[config.mk]
export PLATFORM = sky130hd
export DESIGN_NAME = inline_ecc_xlat
export DESIGN_NICKNAME = d
export VERILOG_FILES = /design/src/rtl/inline_ecc_xlat_pkg.sv /design/src/rtl/inline_ecc_addr_fold.sv /design/src/rtl/inline_ecc_win_match.sv /design/src/rtl/inline_ecc_stage.sv /design/src/rtl/inline_ecc_xlat.sv
export SDC_FILE = /design/constraint.sdc
export NUM_CORES = 1
export LEC_CHECK = 0
export BUFFER_PORTS_ARGS = -buffer_cell sky130_fd_sc_hd__buf_2
export CAP_MARGIN = 25
export CORE_ASPECT_RATIO = 1.5
export CORE_MARGIN = 2
export CORE_UTILIZATION = 30
export CTS_BUF_LIST = sky130_fd_sc_hd__clkbuf_4 sky130_fd_sc_hd__clkbuf_8
export DETAILED_ROUTE_END_ITERATION = 10
export GPL_ROUTABILITY_DRIVEN = 0
export PLACE_DENSITY = 0.62
export SYNTH_ARGS = -nofsm -noshare
export SYNTH_HDL_FRONTEND = slang
export SYNTH_HIERARCHICAL = 1
export SYNTH_SLANG_ARGS = --single-unit
[constraint.sdc]
create_clock -name clk -period 1.3 [get_ports clk]
set_clock_uncertainty 0.1 [all_clocks]
set_input_delay 0 -clock clk [delete_from_list [all_inputs] [get_ports clk]]
set_output_delay 0 -clock clk [all_outputs]
set_load 0.05 [all_outputs]
[src/rtl/inline_ecc_xlat_pkg.sv]
package inline_ecc_xlat_pkg;
  // 256-byte data blocks, 8-byte words, one check byte per word
  localparam int BLK_LG  = 8;
  localparam int WORD_LG = 3;
  localparam int CHK_LG  = BLK_LG - WORD_LG;  // 32 check bytes per block

  function automatic int idx_width(input int n);
    return (n > 1) ? $clog2(n) : 1;
  endfunction
endpackage

[src/rtl/inline_ecc_addr_fold.sv]
module inline_ecc_addr_fold
  import inline_ecc_xlat_pkg::*;
#(
  parameter int SYS_AW = 32,
  parameter int PHY_AW = SYS_AW + 1
) (
  input  logic [SYS_AW-1:0] sys_addr,
  output logic [PHY_AW-1:0] data_addr,
  output logic [PHY_AW-1:0] chk_addr
);
  logic [PHY_AW-1:0] blk_num;
  logic [PHY_AW-1:0] blk_base;

  // block stride is data plus check bytes: 256 + 32
  assign blk_num   = PHY_AW'(sys_addr[SYS_AW-1:BLK_LG]);
  assign blk_base  = (blk_num << BLK_LG) + (blk_num << CHK_LG);
  assign data_addr = blk_base + PHY_AW'(sys_addr[BLK_LG-1:0]);
  assign chk_addr  = blk_base + PHY_AW'(1 << BLK_LG)
                   + PHY_AW'(sys_addr[BLK_LG-1:WORD_LG]);
endmodule

[src/rtl/inline_ecc_win_match.sv]
module inline_ecc_win_match
  import inline_ecc_xlat_pkg::*;
#(
  parameter int SYS_AW  = 32,
  parameter int NUM_WIN = 3,
  parameter int IDX_W   = idx_width(NUM_WIN)
) (
  input  logic [SYS_AW-1:0]         sys_addr,
  input  logic                      ecc_en,
  input  logic [NUM_WIN-1:0]        win_en,
  input  logic [NUM_WIN*SYS_AW-1:0] win_lo,
  input  logic [NUM_WIN*SYS_AW-1:0] win_hi,
  output logic                      hit,
  output logic [IDX_W-1:0]          hit_idx
);
  localparam int BW = SYS_AW - BLK_LG;

  logic [BW-1:0]      addr_blk;
  logic [NUM_WIN-1:0] in_win;

  assign addr_blk = sys_addr[SYS_AW-1:BLK_LG];

  for (genvar g = 0; g < NUM_WIN; g++) begin : g_win
    logic [BW-1:0] lo_blk;
    logic [BW-1:0] hi_blk;
    assign lo_blk    = win_lo[g*SYS_AW+BLK_LG +: BW];
    assign hi_blk    = win_hi[g*SYS_AW+BLK_LG +: BW];
    assign in_win[g] = win_en[g] && (addr_blk >= lo_blk) && (addr_blk <= hi_blk);
  end

  // lowest matching index wins
  always_comb begin
    hit     = 1'b0;
    hit_idx = '0;
    for (int i = NUM_WIN - 1; i >= 0; i--) begin
      if (in_win[i]) begin
        hit     = 1'b1;
        hit_idx = IDX_W'(i);
      end
    end
    if (!ecc_en) begin
      hit     = 1'b0;
      hit_idx = '0;
    end
  end
endmodule

[src/rtl/inline_ecc_stage.sv]
module inline_ecc_stage #(
  parameter int W = 8
) (
  input  logic         clk,
  input  logic         rst_n,
  input  logic         en,
  input  logic [W-1:0] d,
  output logic [W-1:0] q
);
  logic [W-1:0] q_nxt;

  always_comb begin
    q_nxt = q;
    if (en) q_nxt = d;
  end

  always_ff @(posedge clk or negedge rst_n) begin
    if (!rst_n) q <= '0;
    else        q <= q_nxt;
  end
endmodule

[src/rtl/inline_ecc_xlat.sv]
module inline_ecc_xlat
  import inline_ecc_xlat_pkg::*;
#(
  parameter int SYS_AW  = 32,
  parameter int NUM_WIN = 3,
  parameter int PHY_AW  = SYS_AW + 1,
  parameter int IDX_W   = idx_width(NUM_WIN)
) (
  input  logic                      clk,
  input  logic                      rst_n,
  input  logic                      ecc_en_i,
  input  logic [NUM_WIN-1:0]        win_en_i,
  input  logic [NUM_WIN*SYS_AW-1:0] win_start_i,
  input  logic [NUM_WIN*SYS_AW-1:0] win_end_i,
  input  logic                      in_valid_i,
  output logic                      in_ready_o,
  input  logic [SYS_AW-1:0]         sys_addr_i,
  output logic                      out_valid_o,
  input  logic                      out_ready_i,
  output logic [PHY_AW-1:0]         data_addr_o,
  output logic [PHY_AW-1:0]         chk_addr_o,
  output logic                      prot_o,
  output logic [IDX_W-1:0]          hit_idx_o
);
  localparam int REC_W = 1 + 2 * PHY_AW + 1 + IDX_W;

  logic [PHY_AW-1:0] fold_data;
  logic [PHY_AW-1:0] fold_chk;
  logic              win_hit;
  logic [IDX_W-1:0]  win_idx;
  logic [REC_W-1:0]  rec_d;
  logic [REC_W-1:0]  rec_q;
  logic              stage_en;

  inline_ecc_addr_fold #(.SYS_AW(SYS_AW), .PHY_AW(PHY_AW)) fold_i (
    .sys_addr  (sys_addr_i),
    .data_addr (fold_data),
    .chk_addr  (fold_chk)
  );

  inline_ecc_win_match #(.SYS_AW(SYS_AW), .NUM_WIN(NUM_WIN), .IDX_W(IDX_W)) match_i (
    .sys_addr (sys_addr_i),
    .ecc_en   (ecc_en_i),
    .win_en   (win_en_i),
    .win_lo   (win_start_i),
    .win_hi   (win_end_i),
    .hit      (win_hit),
    .hit_idx  (win_idx)
  );

  // the whole stage advances only when downstream accepts
  assign stage_en   = out_ready_i;
  assign in_ready_o = out_ready_i;
  assign rec_d      = {in_valid_i, fold_data, fold_chk, win_hit, win_idx};

  inline_ecc_stage #(.W(REC_W)) stage_i (
    .clk   (clk),
    .rst_n (rst_n),
    .en    (stage_en),
    .d     (rec_d),
    .q     (rec_q)
  );

  assign {out_valid_o, data_addr_o, chk_addr_o, prot_o, hit_idx_o} = rec_q;
endmodule

==> qor.yml, run 1 <==
die_h_um: 217
start_kind: "input port"
syn_area_um2: 9050
worst_slack_ns: -1.31
p_switching_w: 0.00577
powerDensity_nw_per_um2: 895
startpoint: "sys_addr_i[12]"
slew_headroom_pct: 64.5
power_leakage_nw: 7.38
rr_startpoint: "stage_i/q[1]"
final_cell_area_um2: 14500
worstPathArrival_ns: 2.77
top_regs: "stage_i/q (70)"
clockPowerShare_pct: 16.0
num-fill-cells: 2690
grt_pass1_wl_um: 49800
track_usage_pct: 19.9
area_growth_pct: 60.7
whs_path_depth: 4
largest_reg_flops: 70
core_um2: 29600
p_comb_share_pct: 61.5
ant_nets: 0
ios: 303
start_util_pct: 30.6
outcome: "finished with violations"
cp.buffers_inverters: 3
synth_largest_area_cell: "ha_1"
clock_sinks: 70
min-delay-start: "sys_addr_i[8]"
nNetsFinal: 1920
die_area_um2: 31600
worstMarginPinSlew_ns: 0.531
post_dp_cell_area_um2: 12600
switching_share_pct: 44.3
synth_edf_count: 0
seqCellArea_um2: 1750
grt_pass1_vias: 9807
critPathKind: "input port to flip-flop"
async_flop_share_pct: 100
yosys_warnings: 6
cts_max_level: 3
yosysSeqAreaShare_pct: 19.4
top_register: "stage_i/q"
totalWireLength_um: 32400
fin_cells: 1919
cts_buffers: 9
crit_fanout: 6
synth_cells: 993
drive_gt1_share_pct: 52.8
insertion_delay_ns: 0.37
die_x_um: 146
maxClockFrequency_ghz: 0.383
slew_violations: 0
post_drt_wl_per_cell_um: 16.9
p_int_w: 0.00724
drc: 0
critPathMaxStageDelay_ns: 0.60
synth_flop_cell: "dfrtp_1"
row_count: 77
dpl.cell_count: 1836
io_buffers: 254
maxCapViolations: 0
vias: 9271
dr.pass1.iters: 4
grt_overflow_total: 0
clk_pin_slew_ns: 0.09
setup_viol: 53
synth_area_leaders: "ha_1 (23%), dfrtp_1 (19%), mux2_4 (12%)"
synth.avg_cell_area_um2: 9.11
crit_chain: "buf_6 > ha_4 > a21o_1 > nand4_1 > buf_4 > a21oi_4 > nor3_2 > xor2_1 > or4_4 > nor4_4 > buf_6 > nand3_2 > xor2_1 > mux2_4"
hold_viol: 0
antenna_found_initial: 2
dp_hpwl_um: 26800
cts_root_buf: "clkbuf_8"
reg2reg_depth: 1
path_depth: 14
r2r_setup_slack_ns: 0.40
cts_tree: "done"
ys_types: 73
viasPerCell: 4.83
ir_worst_vdd_uv: 507
drt_iter0_drc: 240
critPathCaptureType: "flip-flop"
multi_input_area_um2: 7680
violations: "setup timing"
syn_nets: 1396
clockBufferDepth: 2
p_seq_share_pct: 22.5
grt_max_degree: 39
setup_tns_ns: -47.27
rsz0062_at_grt: "true"
critPathSlowestCell: "or4_4"
final_util_pct: 49.2
min_period_ns: 2.61
ys_ff_latch: 70
critical_path.top_delay_family: "simple AND/OR/NAND/NOR gates"
min_period_over_period_pct: 201
synth.top_cell.area_share_pct: 23.4
hp-class: "input port to flip-flop"
crit_required_ns: 1.46
[worst paths after layout]
path / end
max reg2reg: stage_i/q[1]
max: stage_i/q[64]
min reg2reg: stage_i/q[29]
min: stage_i/q[12]
max in group asynchronous: stage_i/q[59]
min in group asynchronous: stage_i/q[11]
[synth_stat cells (3+ instances only)]
master,instances
nand2b_1,7
mux2_4,70
xnor2_1,39
nor2_1,43
and2_1,3
a211o_1,4
o21ai_0,22
nand4_1,30
inv_1,154
a21o_1,24
o21a_1,4
buf_4,16
and3_1,4
buf_12,7
xor2_1,22
o22ai_1,3
a211oi_1,14
nor4_1,4
o21ai_1,7
nor4_2,4
nand2_1,60
nor3_1,16
a21oi_2,4
a21boi_0,5
nor3b_1,3
and4_1,5
nand3_1,31
nor2b_1,8
ha_1,169
dfrtp_1,70
o211ai_1,11
a21oi_1,70
[cell families after synthesis]
family / count (synthesis) / share of synthesized area (%)
multiplexers: 72 / 11.8
flip-flops: 70 / 19.4
AO/OA/AOI/OAI: 202 / 15.5
buffers and inverters: 182 / 9.64
XOR/XNOR: 61 / 5.91
AND/OR/NAND/NOR: 235 / 14.0
adder cells (fa/ha/maj): 171 / 23.8
[stage by stage]
| step | hold WS [ns] | total power [W] | setup WS (ns) |
|---|---|---|---|
| 2_1_floorplan | -0.396 | 0.00750 | -1.65 |
| 3_3_place_gp | -0.202 | 0.00998 | -1.84 |
| 3_5_place_dp | -0.198 | 0.0101 | -1.92 |
| 4_1_cts | 0.0198 | 0.0128 | -1.26 |
| 5_1_grt | 0.0229 | 0.0138 | -1.41 |
| 6_report | 0.0347 | 0.0130 | -1.31 |
[routing by layer]
| metal | vias up | wire [um] | GRT usage (%) |
|---|---|---|---|
| met1 | 4387 | 12200 | 20.9 |
| met3 | 73 | 747 | 1.33 |
| met5 | - | 0 | 0 |
| met2 | 238 | 18000 | 39.4 |
| li1 | 4573 | - | - |
| met4 | 0 | 1440 | 9.67 |
[area by class of cell]
cell class / count / area share [%]
Clock buffer: 10 / 0.947
Antenna cell: 2 / 0.0344
Clock inverter: 6 / 0.637
Inverter: 155 / 4.16
Timing Repair Buffer: 540 / 26.0
Tap cell: 395 / 3.40
Sequential cell: 70 / 12.0
Multi-Input combinational cell: 741 / 52.8
[layout by cell type, fill, tap and decap left out, types with 11 or more instances in the layout]
cell,n
a21o_1,24
a21oi_1,55
a21oi_2,15
buf_2,238
buf_4,234
buf_6,38
dfrtp_1,70
dlygate4sd3_1,15
ha_1,134
ha_4,34
inv_1,139
inv_2,11
mux2_4,70
nand2_1,49
nand3_1,22
nand4_1,30
nor2_1,33
o211ai_1,11
o21ai_0,16
xnor2_1,28
xor2_1,20
[power groups by stage]
stage	Sequential (W)	Combinational (W)	Clock, W
3_5_place_dp	0.00297	0.00716	0
4_1_cts	0.00294	0.00775	0.00215
5_1_grt	0.00300	0.00854	0.00223
2_1_floorplan	0.00454	0.00295	0
3_3_place_gp	0.00298	0.00700	0
6_report	0.00293	0.00799	0.00208
[repair_timing]
action | 4_1_cts | 5_1_grt
setup endpoints to repair | 51 | 88
gates resized for setup | 148 | 88
buffers inserted | 39 | 20
hold buffers | 15 | 2
endpoints found under the hold margin | 94 | 3
pin swaps | 56 | 42
No activity file was read; power rests on OpenSTA's default activity.
==> run 2, diff against run 1 <==
--- a/config.mk
+++ b/config.mk
@@ -18,3 +18,4 @@
 export SYNTH_HDL_FRONTEND = slang
 export SYNTH_HIERARCHICAL = 1
 export SYNTH_SLANG_ARGS = --single-unit
+export TNS_END_PERCENT = 1
==> qor.yml, run 2 (synthesis gave the netlist of run 1 again) <==
crit_chain: "buf_12 > ha_4 > inv_2 > fa_2 > nand2b_4 > a21oi_4 > o21ai_4 > o31ai_4 > xnor2_2 > or4_4 > nor4_4 > buf_6 > nand3_2 > xor2_1 > mux2_4"  # was buf_6 > ha_4 > a21o_1 > nand4_1 > buf_4 > a21oi_4 > nor3_2 > xor2_1 > or4_4 > nor4_4 > buf_6 > nand3_2 > xor2_1 > mux2_4
clk_pin_slew_ns: 0.09  # about the same
final_cell_mix: "buf_2 (245), buf_4 (239), ha_1 (156)"  # was buf_2 (238), buf_4 (234), inv_1 (139)
final_cell_area_um2: 13500  # was 14500 um^2
clockBufferDepth: 2  # unchanged
reg2reg_depth: 1  # unchanged
start_util_pct: 30.6  # unchanged
grt_pass1_wl_um: 48700  # was 49800 um
worstPathArrival_ns: 2.84  # was 2.77 ns
largest_reg_flops: 70  # unchanged
crit_fanout: 6  # unchanged
antenna_found_initial: 8  # was 2
row_count: 77  # unchanged
path_depth: 15  # was 14
top_register: "stage_i/q"  # unchanged
nNetsFinal: 1897  # was 1920
dp_hpwl_um: 26300  # was 26800 um
vias: 9068  # was 9271
critPathKind: "input port to flip-flop"  # unchanged
outcome: "finished with violations"  # unchanged
worstMarginPinSlew_ns: 0.508  # was 0.531 ns
drive_gt1_share_pct: 47.0  # was 52.8%
power_leakage_nw: 7.08  # was 7.38 nW
grt_overflow_total: 0  # unchanged
maxClockFrequency_ghz: 0.374  # was 0.383 GHz
cts_root_buf: "clkbuf_8"  # unchanged
ir_worst_vdd_uv: 458  # was 507 uV
r2r_setup_slack_ns: 0.41  # was 0.40 ns
worst_slack_ns: -1.38  # was -1.31 ns
drc: 0  # unchanged
critPathSlowestCell: "or4_4"  # unchanged
power_w: 0.0121  # was 0.0130 W
violations: "setup timing"  # unchanged
clock_sinks: 70  # unchanged
slew_violations: 0  # unchanged
min_period_ns: 2.68  # was 2.61 ns
grt_max_degree: 24  # was 39
track_usage_pct: 19.4  # was 19.9%
start_kind: "input port"  # unchanged
min_period_over_period_pct: 206  # was 201%
core_um2: 29600  # unchanged
slew_headroom_pct: 65.9  # was 64.5%
hp-class: "input port to asynchronous set/reset pin"  # was input port to flip-flop
top_regs: "stage_i/q (70)"  # unchanged
insertion_delay_ns: 0.37  # about the same
mostFrequentLayoutCell: "buf_2"  # unchanged
area_growth_pct: 48.7  # was 60.7%
crit_required_ns: 1.46  # about the same
cts_buffers: 9  # unchanged
critPathCaptureType: "flip-flop"  # unchanged
final_util_pct: 45.5  # was 49.2%
cts_tree: "done"  # unchanged
critical_path.top_delay_family: "simple AND/OR/NAND/NOR gates"  # unchanged
viasPerCell: 4.77  # was 4.83
hold_viol: 0  # unchanged
rr_startpoint: "stage_i/q[58]"  # was stage_i/q[1]
rsz0062_at_grt: "true"  # unchanged
post_dp_cell_area_um2: 12400  # was 12600 um^2
critPathMaxStageDelay_ns: 0.58  # was 0.60 ns
r2r-end: "stage_i/q[58]"  # was stage_i/q[1]
ios: 303  # unchanged
drt_iter0_drc: 294  # was 240
die_h_um: 217  # unchanged
maxCapViolations: 0  # unchanged
dr.pass1.iters: 4  # unchanged
die_x_um: 146  # unchanged
io_buffers: 254  # unchanged
cts_max_level: 3  # unchanged
grt_pass1_vias: 9781  # was 9807
cp.buffers_inverters: 3  # unchanged
setup_viol: 50  # was 53
powerDensity_nw_per_um2: 897  # was 895 nW/um^2
totalWireLength_um: 30700  # was 32400 um
num-fill-cells: 2883  # was 2690
die_area_um2: 31600  # unchanged
post_drt_wl_per_cell_um: 16.1  # was 16.9 um
ant_nets: 0  # unchanged
==> run 2: area by class of cell <==
class	count	area, um^2	share of cell area [%]
Inverter	155	582	4.32
Clock inverter	6	45.0	0.335
Sequential cell	70	1750	13.0
Timing Repair Buffer	517	3420	25.4
Clock buffer	10	131	0.977
Tap cell	395	494	3.67
Antenna cell	8	20.0	0.149
Multi-Input combinational cell	741	7010	52.1
==> run 2: worst max-delay path by stage <==
stage                         from             to  slack, ns
floorplan            sys_addr_i[8]  stage_i/q[63]      -1.65
detailed placement  sys_addr_i[11]  stage_i/q[63]      -1.89
finish              sys_addr_i[11]  stage_i/q[64]      -1.38
global route        sys_addr_i[12]  stage_i/q[63]      -1.50
CTS                 sys_addr_i[11]  stage_i/q[64]      -1.32
global placement    sys_addr_i[11]  stage_i/q[63]      -1.84
==> run 2: metal layers <==
metal,vias up,wire length [um],GRT usage [%]
met1,4222,11500,20.0
li1,4538,-,-
met3,75,1040,2.19
met4,0,1570,11.6
met2,233,16500,37.2
met5,-,0,0
==> run 2: repair_timing <==
action / 4_1_cts / 5_1_grt
hold endpoints to repair: 95 / 2
gates cloned: 0 / 0
hold buffers: 15 / 2
pin swaps: 38 / 19
endpoints found under the setup margin: 51 / 53
buffers inserted: 19 / 3
gates resized for setup: 88 / 26
==> run 2: stage by stage <==
step	setup slack, ns	hold WS (ns)	instances	setup TNS (ns)
3_5_place_dp	-1.89	-0.112	1839	-72.81
6_report	-1.38	0.00342	1902	-45.12
5_1_grt	-1.50	0.0232	1902	-50.58
2_1_floorplan	-1.65	-0.396	993	-55.13
4_1_cts	-1.32	0.00248	1889	-47.81
3_3_place_gp	-1.84	-0.121	1839	-71.60
==> run 2: power breakdown <==
part | total (W) | switching (W) | internal, W
Clock | 0.00167 | 0.000943 | 0.000723
Combinational | 0.00747 | 0.00425 | 0.00322
Sequential | 0.00293 | 0.000293 | 0.00264
